--- src/rtl/wdt_pkg.sv ---
package wdt_pkg;

   typedef enum logic {
      ACT_RESET = 1'b0,
      ACT_NMI   = 1'b1
   } wdt_action_e;

   typedef enum logic {
      UL_IDLE  = 1'b0,
      UL_ARMED = 1'b1
   } wdt_unlock_e;

endpackage

--- src/rtl/wdt_prescaler.sv ---
module wdt_prescaler #(
   parameter int DIV = 4
) (
   input  logic clk,
   input  logic rst_n,
   input  logic restart,
   output logic tick
);

   if (DIV < 1) begin : g_bad_div
      $error("wdt_prescaler: DIV must be at least 1");
   end

   if (DIV == 1) begin : g_pass
      assign tick = !restart;
   end else begin : g_div
      localparam int W = $clog2(DIV);
      logic [W-1:0] pre_q;

      always_ff @(posedge clk or negedge rst_n) begin
         if (!rst_n)                     pre_q <= '0;
         else if (restart)               pre_q <= '0;
         else if (pre_q == W'(DIV - 1))  pre_q <= '0;
         else                            pre_q <= pre_q + W'(1);
      end

      assign tick = (pre_q == W'(DIV - 1)) && !restart;

      AST_PRE_BOUND: assert property (@(posedge clk) disable iff (!rst_n)
         pre_q <= W'(DIV - 1)) else $error("prescaler out of range");
      AST_PRE_RESTART: assert property (@(posedge clk) disable iff (!rst_n)
         restart |=> (pre_q == '0)) else $error("prescaler not restarted");
   end

endmodule

--- src/rtl/wdt_unlock.sv ---
module wdt_unlock
   import wdt_pkg::*;
#(
   parameter int                ADDR_W     = 8,
   parameter int                DATA_W     = 8,
   parameter int                WIN        = 4,
   parameter logic [ADDR_W-1:0] KEY_A_ADDR = 'h10,
   parameter logic [DATA_W-1:0] KEY_A_DATA = 'h5A,
   parameter logic [ADDR_W-1:0] KEY_B_ADDR = 'h14,
   parameter logic [DATA_W-1:0] KEY_B_DATA = 'hC3
) (
   input  logic              clk,
   input  logic              rst_n,
   input  logic              wr_en,
   input  logic [ADDR_W-1:0] addr,
   input  logic [DATA_W-1:0] wdata,
   output logic              accept
);

   localparam int WW = $clog2(WIN + 1);

   if (WIN < 1) begin : g_bad_win
      $error("wdt_unlock: WIN must be at least 1");
   end
   if (KEY_A_ADDR == KEY_B_ADDR) begin : g_bad_keys
      $error("wdt_unlock: the two key addresses must differ");
   end

   wdt_unlock_e   state_q;
   logic [WW-1:0] win_q;
   logic          hit_a;
   logic          hit_b;

   assign hit_a  = wr_en && (addr == KEY_A_ADDR) && (wdata == KEY_A_DATA);
   assign hit_b  = wr_en && (addr == KEY_B_ADDR) && (wdata == KEY_B_DATA);
   assign accept = (state_q == UL_ARMED) && hit_b;

   always_ff @(posedge clk or negedge rst_n) begin
      if (!rst_n) begin
         state_q <= UL_IDLE;
         win_q   <= '0;
      end else if (state_q == UL_ARMED) begin
         // Any write ends the attempt: the right one is accepted, all others cancel.
         if (wr_en || (win_q == WW'(1))) state_q <= UL_IDLE;
         win_q <= win_q - WW'(1);
      end else if (hit_a) begin
         state_q <= UL_ARMED;
         win_q   <= WW'(WIN);
      end
   end

   AST_ACCEPT_DISARMS: assert property (@(posedge clk) disable iff (!rst_n)
      accept |=> (state_q == UL_IDLE)) else $error("still armed after accept");
   AST_NO_DOUBLE_ACCEPT: assert property (@(posedge clk) disable iff (!rst_n)
      accept |=> !accept) else $error("two accepts in a row");
   AST_WIN_NONZERO: assert property (@(posedge clk) disable iff (!rst_n)
      (state_q == UL_ARMED) |-> (win_q != '0)) else $error("armed with empty window");

endmodule

--- src/rtl/wdt_counter.sv ---
module wdt_counter #(
   parameter int BASE  = 16,
   parameter int LIM_W = 11
) (
   input  logic       clk,
   input  logic       rst_n,
   input  logic       tick,
   input  logic       restart,
   input  logic [1:0] sel,
   output logic       expire
);

   if (BASE < 1) begin : g_bad_base
      $error("wdt_counter: BASE must be at least 1");
   end

   logic [LIM_W-1:0] cnt_q;
   logic [LIM_W-1:0] limit;

   assign limit  = LIM_W'(BASE) << (2 * sel);
   assign expire = tick && !restart && (cnt_q == limit - LIM_W'(1));

   always_ff @(posedge clk or negedge rst_n) begin
      if (!rst_n)        cnt_q <= '0;
      else if (restart)  cnt_q <= '0;
      else if (expire)   cnt_q <= '0;
      else if (tick)     cnt_q <= cnt_q + LIM_W'(1);
   end

   AST_CNT_BOUND: assert property (@(posedge clk) disable iff (!rst_n)
      cnt_q < limit) else $error("count beyond interval");
   AST_CNT_RESTART: assert property (@(posedge clk) disable iff (!rst_n)
      restart |=> (cnt_q == '0)) else $error("count not reloaded");

endmodule

--- src/rtl/wdt_guard.sv ---
module wdt_guard
   import wdt_pkg::*;
#(
   parameter int                ADDR_W      = 8,
   parameter int                DATA_W      = 8,
   parameter int                PRESC_DIV   = 50000,
   parameter int                BASE_TICKS  = 16,
   parameter int                UNLOCK_WIN  = 4,
   parameter int                RST_LEN     = 16,
   parameter logic [ADDR_W-1:0] KEY_A_ADDR  = 'h10,
   parameter logic [DATA_W-1:0] KEY_A_DATA  = 'h5A,
   parameter logic [ADDR_W-1:0] KEY_B_ADDR  = 'h14,
   parameter logic [DATA_W-1:0] KEY_B_DATA  = 'hC3,
   parameter logic [ADDR_W-1:0] STATUS_ADDR = 'h18
) (
   input  logic              clk,
   input  logic              por_n,
   input  logic              bus_wr,
   input  logic              bus_rd,
   input  logic [ADDR_W-1:0] bus_addr,
   input  logic [DATA_W-1:0] bus_wdata,
   output logic [DATA_W-1:0] bus_rdata,
   input  logic [1:0]        interval_sel,
   input  logic              action_strap,
   input  logic              debug_jumper,
   output logic              sys_rst_out,
   output logic              nmi_out
);

   localparam int LIM_W = $clog2(BASE_TICKS * 64 + 1);

   if (PRESC_DIV * BASE_TICKS < 2 || RST_LEN < 1) begin : g_bad_cfg
      $error("wdt_guard: interval or reset length too small");
   end
   if (STATUS_ADDR == KEY_A_ADDR || STATUS_ADDR == KEY_B_ADDR) begin : g_bad_map
      $error("wdt_guard: status address collides with a key address");
   end

   // Straps captured once after power-on reset.
   logic        cfg_valid;
   logic [1:0]  sel_q;
   wdt_action_e act_q;

   always_ff @(posedge clk or negedge por_n) begin
      if (!por_n) begin
         cfg_valid <= 1'b0;
         sel_q     <= 2'd0;
         act_q     <= ACT_RESET;
      end else if (!cfg_valid) begin
         cfg_valid <= 1'b1;
         sel_q     <= interval_sel;
         act_q     <= wdt_action_e'(action_strap);
      end
   end

   logic retrig;
   logic tick;
   logic expire_evt;
   logic fire;

   wdt_unlock #(
      .ADDR_W(ADDR_W), .DATA_W(DATA_W), .WIN(UNLOCK_WIN),
      .KEY_A_ADDR(KEY_A_ADDR), .KEY_A_DATA(KEY_A_DATA),
      .KEY_B_ADDR(KEY_B_ADDR), .KEY_B_DATA(KEY_B_DATA)
   ) u_unlock (
      .clk(clk), .rst_n(por_n), .wr_en(bus_wr), .addr(bus_addr),
      .wdata(bus_wdata), .accept(retrig)
   );

   wdt_prescaler #(.DIV(PRESC_DIV)) u_pre (
      .clk(clk), .rst_n(por_n), .restart(retrig), .tick(tick)
   );

   wdt_counter #(.BASE(BASE_TICKS), .LIM_W(LIM_W)) u_cnt (
      .clk(clk), .rst_n(por_n), .tick(tick), .restart(retrig),
      .sel(sel_q), .expire(expire_evt)
   );

   assign fire = expire_evt && !debug_jumper;

   // Reset pulse stretcher; the variant depends on the required length.
   if (RST_LEN == 1) begin : g_rst_short
      logic rst_q;
      always_ff @(posedge clk or negedge por_n) begin
         if (!por_n) rst_q <= 1'b0;
         else        rst_q <= fire && (act_q == ACT_RESET);
      end
      assign sys_rst_out = rst_q;
   end else begin : g_rst_long
      localparam int RW = $clog2(RST_LEN + 1);
      logic [RW-1:0] rst_cnt_q;
      always_ff @(posedge clk or negedge por_n) begin
         if (!por_n)                               rst_cnt_q <= '0;
         else if (fire && (act_q == ACT_RESET))    rst_cnt_q <= RW'(RST_LEN);
         else if (rst_cnt_q != '0)                 rst_cnt_q <= rst_cnt_q - RW'(1);
      end
      assign sys_rst_out = (rst_cnt_q != '0);

      AST_RST_STRETCH: assert property (@(posedge clk) disable iff (!por_n)
         $rose(sys_rst_out) |=> sys_rst_out) else $error("reset pulse too short");
   end

   logic nmi_q;
   always_ff @(posedge clk or negedge por_n) begin
      if (!por_n) nmi_q <= 1'b0;
      else        nmi_q <= fire && (act_q == ACT_NMI);
   end
   assign nmi_out = nmi_q;

   // Sticky timeout status; its reset is power-on only.
   logic status_q;
   logic rd_hit;
   logic [DATA_W-1:0] rdata_q;

   assign rd_hit = bus_rd && (bus_addr == STATUS_ADDR);

   always_ff @(posedge clk or negedge por_n) begin
      if (!por_n)      status_q <= 1'b0;
      else if (fire)   status_q <= 1'b1;
      else if (rd_hit) status_q <= 1'b0;
   end

   always_ff @(posedge clk or negedge por_n) begin
      if (!por_n)      rdata_q <= '0;
      else if (rd_hit) rdata_q <= DATA_W'(status_q);
      else             rdata_q <= '0;
   end
   assign bus_rdata = rdata_q;

   AST_NMI_ONE_CYCLE: assert property (@(posedge clk) disable iff (!por_n)
      nmi_out |=> !nmi_out) else $error("nmi wider than one cycle");
   AST_ONE_ACTION: assert property (@(posedge clk) disable iff (!por_n)
      !(nmi_out && sys_rst_out)) else $error("both actions active");
   AST_JUMPER_BLOCKS: assert property (@(posedge clk) disable iff (!por_n)
      (expire_evt && debug_jumper) |=> (!nmi_out && !$rose(sys_rst_out)))
      else $error("action despite jumper");
   AST_STATUS_STICKY: assert property (@(posedge clk) disable iff (!por_n)
      (status_q && !rd_hit) |=> status_q) else $error("status lost");
   AST_CFG_STABLE: assert property (@(posedge clk) disable iff (!por_n)
      (cfg_valid && $past(cfg_valid)) |-> ($stable(sel_q) && $stable(act_q)))
      else $error("straps changed after capture");

endmodule

--- config.mk ---
export PLATFORM = sky130hd
export DESIGN_NAME = wdt_guard
export DESIGN_NICKNAME = d
export VERILOG_FILES = /design/src/rtl/wdt_pkg.sv /design/src/rtl/wdt_prescaler.sv /design/src/rtl/wdt_unlock.sv /design/src/rtl/wdt_counter.sv /design/src/rtl/wdt_guard.sv
export SDC_FILE = /design/constraint.sdc
export NUM_CORES = 1
export LEC_CHECK = 0
export CORE_MARGIN = 1.5
export CORE_UTILIZATION = 55
export DETAILED_ROUTE_END_ITERATION = 8
export PLACE_DENSITY = 0.82
export SLEW_MARGIN = 20
export SYNTH_ARGS = -nofsm -noshare
export SYNTH_HDL_FRONTEND = slang
export SYNTH_SLANG_ARGS = --single-unit
--- constraint.sdc ---
create_clock -name clk -period 4.2 [get_ports clk]
set_input_delay 0.63 -clock clk [delete_from_list [all_inputs] [get_ports clk]]
set_output_delay 0.63 -clock clk [all_outputs]
set_load 0.02 [all_outputs]
# Word level (Yosys, flattened, before mapping)
# Index checks and enable logic that the tools add are counted.
# W data, S select, Z words.
dict set report op_classes {
  addsub 5
  n_shift 1
  reduce_logical 20
  n_eq_ne 8
  muxes 15
  bitwise 1
}
# op n
set ops {}
lappend ops {{$mux W11} 3}
lappend ops {{$mux W16} 2}
lappend ops {{$eq A8 B5 Y1 const B} 3}
lappend ops {{$add A16 B1 Y16 const B} 1}
lappend ops {{$eq A16 B16 Y1 const B} 1}
lappend ops {{$logic_and A1 B1 Y1} 12}
lappend ops {{$add A11 B1 Y11 const B} 1}
lappend ops {{$eq A11 B11 Y1} 1}
lappend ops {{$shl A5 B3 Y11 const A} 1}
lappend ops {{$sub A11 B1 Y11 const B} 1}
lappend ops {{$mux W5} 2}
lappend ops {{$eq A8 B7 Y1 const B} 1}
lappend ops {{$eq A8 B8 Y1 const B} 1}
lappend ops {{$mux W1} 6}
lappend ops {{$mux W3} 2}
lappend ops {{$reduce_bool A2 Y1} 3}
lappend ops {{$reduce_bool A5 Y1} 1}
lappend ops {{$sub A5 B1 Y5 const B} 1}
lappend ops {{$eq A3 B1 Y1 const B} 1}
lappend ops {{$reduce_bool A3 Y1} 1}
lappend ops {{$sub A3 B1 Y3 const B} 1}
lappend ops {{$logic_not A1 Y1} 2}
lappend ops {{$logic_or A1 B1 Y1} 1}
lappend ops {{$not A1 Y1} 1}
dict set report totals {
  ff_bits 50
}

# Depth between registers and ports, before layout
# Gate-level depths: netlist (run 1).
dict set report depth {
  ltp_word 11
  ltp_mapped 8
}

# Cells and area by module
# From an unflattened synthesis (run 1), not the netlist that was laid out.
dict set report hier_totals {
  hier_cells 246
  hier_area_um2 2402.3
}
# mod n_inst area_per_inst_um2 cells_each
set by_module_without_submodules {}
lappend by_module_without_submodules {wdt_prescaler 1 794.5 81}
lappend by_module_without_submodules {wdt_counter 1 721.9 82}
lappend by_module_without_submodules {wdt_guard 1 573.0 52}
lappend by_module_without_submodules {wdt_unlock 1 312.8 31}

# Worst setup path before layout (run 1)
# OpenSTA, ideal clock, no wires.
dict set report synth_path {
  path_type {input port to flip-flop}
  start {input bus_addr[7]}
  end {register u_pre.g_div.pre_q[10]}
  setup_slack_ps 1739
  t_required_ps 4079
  t_arrival_ps 2340
  cell_stages 7
  setup_time_ps 121
  cell_sequence {nor4_1 > nand3b_1 > nor3_1 > or2_2 > clkbuf_1 > buf_2 > nor2_1}
}
dict set report synth_between {
  elab_chain_cells 5
}
# item line_no
set synth_rtl {}
lappend synth_rtl {{start, declared} wdt_guard.sv:20} ;# input logic [ADDR_W-1:0] bus_addr,
lappend synth_rtl {{$eq A8 B5 Y1} wdt_unlock.sv:35} ;# assign hit_b = wr_en && (addr == KEY_B_ADDR) && (wdata == KEY_B_DATA);
lappend synth_rtl {{$logic_and A1 B1 Y1 (2 in a row)} wdt_unlock.sv:35}
lappend synth_rtl {{$logic_and A1 B1 Y1} wdt_unlock.sv:36} ;# assign accept = (state_q == UL_ARMED) && hit_b;
lappend synth_rtl {{$mux W16} wdt_prescaler.sv:22} ;# else if (restart) pre_q <= '0;
lappend synth_rtl {{end signal, assigned} wdt_prescaler.sv:24} ;# else pre_q <= pre_q + W'(1);
lappend synth_rtl {{end, declared} wdt_prescaler.sv:18} ;# logic [W-1:0] pre_q;
# No other way between the ends.
# A chain may end at the register's enable or synchronous reset.

# Worst setup path in the final report (run 1)
dict set report layout_path {
  start {register g_rst_long.rst_cnt_q[0]}
  end {output sys_rst_out}
}
dict set report layout_between {
  elab_chain_cells 1
}
# item line_no
set layout_rtl {}
lappend layout_rtl {{start, declared} wdt_guard.sv:91} ;# logic [RW-1:0] rst_cnt_q;
lappend layout_rtl {{start signal, assigned} wdt_guard.sv:94} ;# else if (fire && (act_q == ACT_RESET)) rst_cnt_q <= RW'(RST_LEN);
lappend layout_rtl {{start signal, assigned} wdt_guard.sv:95} ;# else if (rst_cnt_q != '0) rst_cnt_q <= rst_cnt_q - RW'(1);
lappend layout_rtl {{$reduce_bool A5 Y1} wdt_guard.sv:97} ;# assign sys_rst_out = (rst_cnt_q != '0);
lappend layout_rtl {{end, declared} wdt_guard.sv:26} ;# output logic sys_rst_out,
# No other way between the ends.

==> key figures, run 1 <==
STA
  • Setup violators final: 0
  • Pins Over Slew Limit: 0
  • RSZ-0062 raised after global routing: no
  • Tightest Pin Transition: ~1.1 ns
  • Slew headroom: 29.0%
  • Max Clock Freq: approximately 330 MHz
  • Final min period: 3.01 ns
  • Final Hold Viols: 0
  • Final worst slack: about 1.2 ns
  • Final setup skew: between 0.008 and 0.009 ns
  • Setup TNS: 0 ns
  • Period utilisation layout: 71.7%

Global route
  • GR Util All Layers: between 20% and 30%
  • Initial antenna violation count: 0
  • Vias in the first global route: about 1,800
  • Largest net degree at the start of global routing: 44
  • Gr ovfl total: 0
  • Global-route wire length before repair: ~7.5 mm

Run status
  • Status: complete, no violations

Synthesis
  • Library cells used by synthesis: 43
  • Syn Inst Count: about 250
  • Post-synthesis async set-or-reset flop share: 100%
  • Syn Area/Cell: 9.38 um^2
  • Seq/Total Area, Yosys: 46.6%
  • Post-synthesis register bit count: 43
  • Mapped Area: roughly 2300 um^2
  • EDFF count, synth: 0
  • Top FF cell, synth: dfrtp_1
  • Synth warnings: 0

Drt
  • DRT iter0 DRCs: ~110
  • Total Routed Length: 4.18 mm
  • Routed vias: about 1,800
  • Remaining DRCs: 0
  • DR vias/cell: around 5.4
  • DRT Pass-1 Iters: 4
  • WL/cell: 12.9 um
  • DRT antenna net count: 0

Place
  • Placed Area: 2570 um^2
  • Post-place setup slack: 1.49 ns
  • Port Buffers: 26
  • Placer Congestion: about 0.77
  • Placed cell count: approximately 320
  • DP Wirelength: approximately 3.1 mm

Power
  • Clock power frac: around 28%
  • Worst VDD drop: about 0.00018 V
  • Sw Ratio: between 20% and 30%
  • Int Power: 0.642 mW
  • Comb pwr share: between 10% and 20%
  • Sequential Power Share: 53.7%
  • Net Switching: roughly 0.23 mW
  • Power density cells: roughly 330 nW/um^2
  • Leakage: ~1.1 nW

Die
  • Die Height: between 60 and 70 um
  • FP Rows: 23
  • Die footprint: approximately 4600 um^2
  • Initial core utilization: between 50 and 60%
  • Die W: between 60 and 70 um
  • Core region area: 4030 um^2
  • IO Pins: 34

Clocking
  • H-tree Lvls: 2
  • CTS root buf: clkbuf_8
  • Num CTS Buffers: 5
  • Longest Clk Path Bufs: 2
  • Resized Gates After CTS: 0
  • Clk sink count: 43
  • TritonCTS clock tree: done
  • Clk slew on worst S/H paths: around 0.070 ns
  • Clock latency on the worst-skew pair: just under 0.3 ns
  • Hold Buf Count CTS: 0
  • Setup bufs post-CTS: 0

Cells and area
  • P&R area growth vs syn: 15.0%
  • Nets: slightly above 300
  • Share of layout cells above drive strength 1: 5.84%
  • Final Non-Filler Cells: 324
  • Fillers: between 300 and 400
  • Most common cell after layout, fill and taps aside: dfrtp_1
  • Most frequent cells in the layout: 43 x dfrtp_1, 34 x nor2_1, 27 x nand2_1, 25 x clkdlybuf4s50_1, 13 x xnor2_1
  • N_diodes: 0
  • Post-route cell area: between 2000 and 3000 um^2

Worst setup path
  • CP startpoint kind: flop
  • Worst Path Required: around 3.6 ns
  • CP endpoint kind: output pin
  • CP Class: flop to output pin
  • Crit Path Max Fanout: 6
  • Worst EP arrival: approximately 2.4 ns

Hold path
  • Worst hold path class: flop to flop

Job
  • Max_cap viols: 0
## flip-flops by register name, summed over array words and instances (netlist names), 2 cells and up
signal	cells
u_pre.g_div.pre_q	16
u_cnt.cnt_q	11
g_rst_long.rst_cnt_q	5
u_unlock.win_q	3
sel_q	2
## cell usage after synthesis (2+ instances only)
library cell  number  share of area [%]
inv_1             11                1.8
conb_1             2               0.33
nor3_1            10                2.2
or4bb_1            3                1.5
clkbuf_1           4               0.65
a31oi_1            6                1.6
ha_1               7                3.8
xor2_1             9                3.4
or2_2              2               0.54
nor4bb_1           2               0.87
nand3_1           12                2.6
nor2_1            34                5.5
a21oi_1            7                1.5
dfrtp_1           43                 47
xnor2_1           13                4.9
buf_4              7                2.3
mux2_2             4                2.0
nand2_1           27                4.4
nand4_1            5                1.4
nor4_1            10                2.7
or4_1              4                1.3
or3_1              2               0.54
nand3b_1           2               0.65
## power by group through the flow
stage	combinational (mW)	clock, mW	sequential (mW)
global route	0.182	0.271	0.476
finish	0.160	0.246	0.471
floorplan	0.112	0	0.472
global placement	0.154	0	0.477
CTS	0.162	0.255	0.470
detailed placement	0.161	0	0.479
## final cells by class
class	instances	area (um^2)	share of cell area, %
Inverter	11	41.3	1.56
Timing Repair Buffer	27	263	9.91
Multi-Input combinational cell	185	1130	42.5
Clock inverter	1	5.00	0.189
Sequential cell	43	1080	40.6
Tap cell	50	62.6	2.36
Clock buffer	7	76.3	2.88
## through the flow
step / util, % / power (mW) / hold WS (ns)
2_1_floorplan: - / 0.584 / 0.334
3_3_place_gp: 63.8 / 0.631 / 0.451
3_5_place_dp: 63.8 / 0.640 / 0.458
4_1_cts: 65.8 / 0.888 / 0.467
5_1_grt: 65.8 / 0.928 / 0.489
6_report: 65.8 / 0.877 / 0.460
## final timing paths
kind,endpoint,depth (start not counted),slack (ns),startpoint
worst max-delay path,sys_rst_out,5,1.19,g_rst_long.rst_cnt_q[0]
worst min-delay path,u_pre.g_div.pre_q[0],1,0.46,u_pre.g_div.pre_q[0]
worst max register to register,g_rst_long.rst_cnt_q[2],7,1.58,sel_q[1]
worst min register to register,u_pre.g_div.pre_q[0],1,0.46,u_pre.g_div.pre_q[0]
max in group asynchronous,u_pre.g_div.pre_q[13],1,3.15,por_n
min in group asynchronous,u_pre.g_div.pre_q[8],1,0.48,por_n
## worst max-delay path, cell delays in order (launching register included)
cell,delay (ns)
dfrtp_1,0.38
inv_1,0.11
ha_1,0.18
nor4b_1,0.78
inv_1,0.08
clkdlybuf4s50_1,0.57
## routing by layer
metal / part of all wire, % / track usage (%) / wire, um / up-vias
li1: - / - / - / 898
met1: 46 / 26.7 / 1920 / 827
met5: 0 / 0 / 0 / -
met4: 1.9 / 9.00 / 81 / 0
met2: 49 / 36.9 / 2060 / 30
met3: 2.9 / 5.00 / 123 / 9
## cells by family (layout without fill, tap and decap cells)
kind of cell,Yosys count,count (layout),share of synthesized area (%)
AOI/OAI and AO/OA,23,23,6.24
muxes,4,4,1.95
adders and majority gates,7,7,3.80
other,2,8,0.326
DFF,43,43,46.6
and+or+nand+nor,121,121,27.3
buffers and inverters,24,46,5.42
xor gates and xnor gates,22,22,8.35
No activity file was read; power rests on OpenSTA's default activity.
==> run 2, diff against run 1 <==
CORE_UTILIZATION = 49   (was 55)
PLACE_DENSITY = 0.77   (was 0.82)
clock period = 2.7 ns   (was 4.2 ns; I/O delays follow)
==> run 2 against run 1 <==
Via count up 0.62%. Non-clock buffer count up 4. Cell area increased by 1.2%. Hold slack worse by 0.22 ns. Critical path depth did not move. Sequential power rose by 55%. Setup slack worse by 0.92 ns. Count of clock-buffer cells in the layout unchanged. Combinational power up 52%. Routed wire length is 2.2% higher. Critical endpoint is now g_rst_long.rst_cnt_q[2].
==> key figures, run 2 (same netlist as run 1, synthesis figures left out) <==
Run status
  • Status: complete, no violations

Die
  • Die W: 71.6 um (+5.7%)
  • FP Rows: 24 (+4.3%)
  • Core region area: 4440 um^2 (+10%)
  • Die Height: 71.6 um (+5.7%)
  • Die footprint: 5130 um^2 (+12%)
  • IO Pins: 34 (unchanged)
  • Initial core utilization: 51.9% (-5.4 points)

STA
  • Final worst slack: 0.268 ns (-0.919 ns)
  • Max Clock Freq: about 410 MHz
  • Final min period: about 2.4 ns
  • Tightest Pin Transition: 0.910 ns (-0.148 ns)
  • Final setup skew: 0.00545 ns (-0.00328 ns)
  • Slew headroom: 39.3% (+10 points)
  • Final Hold Viols: 0 (unchanged)
  • Setup TNS: 0 ns (unchanged)
  • Pins Over Slew Limit: 0 (unchanged)
  • Setup violators final: 0 (unchanged)
  • Period utilisation layout: roughly 90%
  • RSZ-0062 raised after global routing: no

Clocking
  • TritonCTS clock tree: done
  • Resized Gates After CTS: 0 (unchanged)
  • Setup bufs post-CTS: 0 (unchanged)
  • CTS root buf: clkbuf_8
  • Longest Clk Path Bufs: 2 (unchanged)
  • Hold Buf Count CTS: 0 (unchanged)
  • Clock latency on the worst-skew pair: 0.29 ns (about the same)
  • Num CTS Buffers: 5 (unchanged)
  • H-tree Lvls: 2 (unchanged)
  • Clk slew on worst S/H paths: 0.07 ns (about the same)
  • Clk sink count: 43 (unchanged)

Worst setup path
  • CP Class: flop to flop
  • Worst stage delay on the critical path: 0.65 ns (-0.13 ns)
  • Top cell family by delay on the critical path: simple AND/OR/NAND/NOR gates
  • Critical path's slowest cell: or4_4
  • Worst Path Required: 2.86 ns (-0.71 ns)
  • Critical R2R Launch: u_pre.g_div.pre_q[11]
  • Worst Setup SP: u_pre.g_div.pre_q[11]
  • Worst Path Buf+Inv: 0 (-3)
  • Crit Path Max Fanout: 19 (+13)
  • Cell Chain, Critical Path: or4b_1, or4_4, nor2_1, nor4b_2, nor3_1
  • Worst EP arrival: 2.59 ns (+0.21 ns)
  • CP startpoint kind: flop
  • CP endpoint kind: flop

Drt
  • DRT antenna net count: 0 (unchanged)
  • Routed vias: 1,775 (+0.62%)
  • DRT Pass-1 Iters: 6 (+2)
  • DR vias/cell: 5.38 (-1.2%)
  • Total Routed Length: 4.27 mm (+2.2%)
  • WL/cell: 12.9 um (+0.29%)
  • Remaining DRCs: 0 (unchanged)
  • DRT iter0 DRCs: 108 (-5.3%)

Cells and area
  • Most frequent cells in the layout: 43 x dfrtp_1, 34 x nor2_1, 27 x nand2_1, 25 x clkdlybuf4s50_1, 13 x xnor2_1
  • P&R area growth vs syn: 16.4%
  • N_diodes: 0 (unchanged)
  • Share of layout cells above drive strength 1: 7.19% (+1.4 points)
  • Fillers: 400 (+27%)
  • Max reg flops: 16 (unchanged)
  • Most common cell after layout, fill and taps aside: dfrtp_1
  • Most flop-heavy register: u_pre.g_div.pre_q
  • Nets: 308 (+1.3%)
  • Largest regs: u_pre.g_div.pre_q (16), u_cnt.cnt_q (11), g_rst_long.rst_cnt_q (5)

Place
  • Placer Congestion: 0.779 (+1.1%)
  • DP Wirelength: 3.06 mm (-1.1%)
  • Post-place setup slack: 0.289 ns (-1.20 ns)
  • Port Buffers: 26 (unchanged)

Global route
  • Vias in the first global route: 1,742 (-1.6%)
  • GR Util All Layers: 18.7% (-3.0 points)
  • Initial antenna violation count: 0 (unchanged)
  • Largest net degree at the start of global routing: 44 (unchanged)
  • Global-route wire length before repair: 7.60 mm (+1.1%)
  • Gr ovfl total: 0 (unchanged)

Hold path
  • Worst hold path class: input pin to async pin

Job
  • Max_cap viols: 0 (unchanged)

Power
  • Worst VDD drop: 0.000286 V (+60%)
  • Leakage: 1.16 nW (+1.8%)
  • Power density cells: 507 nW/um^2 (+53%)
==> run 2: cell count changes in the layout (fill, tap and decap cells not counted), sizes merged <==
cell | previous run | this run
buf | 2 | 6
==> run 2: routing by layer <==
| metal | routed length (um) | global-route usage [%] |
|---|---|---|
| met5 | 0 | 0 |
| met4 | 53 | 5.45 |
| met3 | 151 | 5.49 |
| met2 | 2100 | 31.6 |
| met1 | 1970 | 23.4 |
==> run 2: final cells by class <==
class	instances	area [um^2]	share of cell area (%)
clock inverter	1	5.00	0.186
timing repair buffer	31	293	10.9
multi-input combinational	185	1130	42.0
inverter	11	41.3	1.54
tap	52	65.1	2.42
clock buffer	7	76.3	2.84
sequential	43	1080	40.1
==> run 2: per-stage QoR <==
stage | utilization [%] | cells | cell area, um^2 | power [mW] | hold slack (ns)
after global routing | 60.4 | 330 | 2690 | 1.44 | 0.328
after detailed placement | 58.6 | 322 | 2600 | 0.991 | 0.459
after CTS | 60.4 | 330 | 2690 | 1.38 | 0.271
final | 60.4 | 330 | 2690 | 1.36 | 0.241
after global placement | 58.6 | 322 | 2600 | 0.986 | 0.451
after floorplan | - | 252 | 2330 | 0.909 | 0.109
==> run 2: path summary, 6_finish.rpt <==
kind | endpoint | slack, ns | depth (start not counted)
min | g_rst_long.rst_cnt_q[1] | 0.24 | 1
max in group asynchronous | u_pre.g_div.pre_q[4] | 1.90 | 1
max reg2reg | g_rst_long.rst_cnt_q[2] | 0.27 | 5
min reg2reg | u_pre.g_div.pre_q[0] | 0.47 | 1
max | g_rst_long.rst_cnt_q[2] | 0.27 | 5
min in group clk | u_pre.g_div.pre_q[0] | 0.47 | 1
==> run 2: power breakdown <==
part / total (mW) / leakage (nW) / switching, mW / internal [mW]
logic: 0.244 / 0.615 / 0.115 / 0.129
registers: 0.731 / 0.504 / 0.0386 / 0.692
clock network: 0.386 / 0.0422 / 0.204 / 0.181
total: 1.36 / 1.16 / 0.358 / 1.00
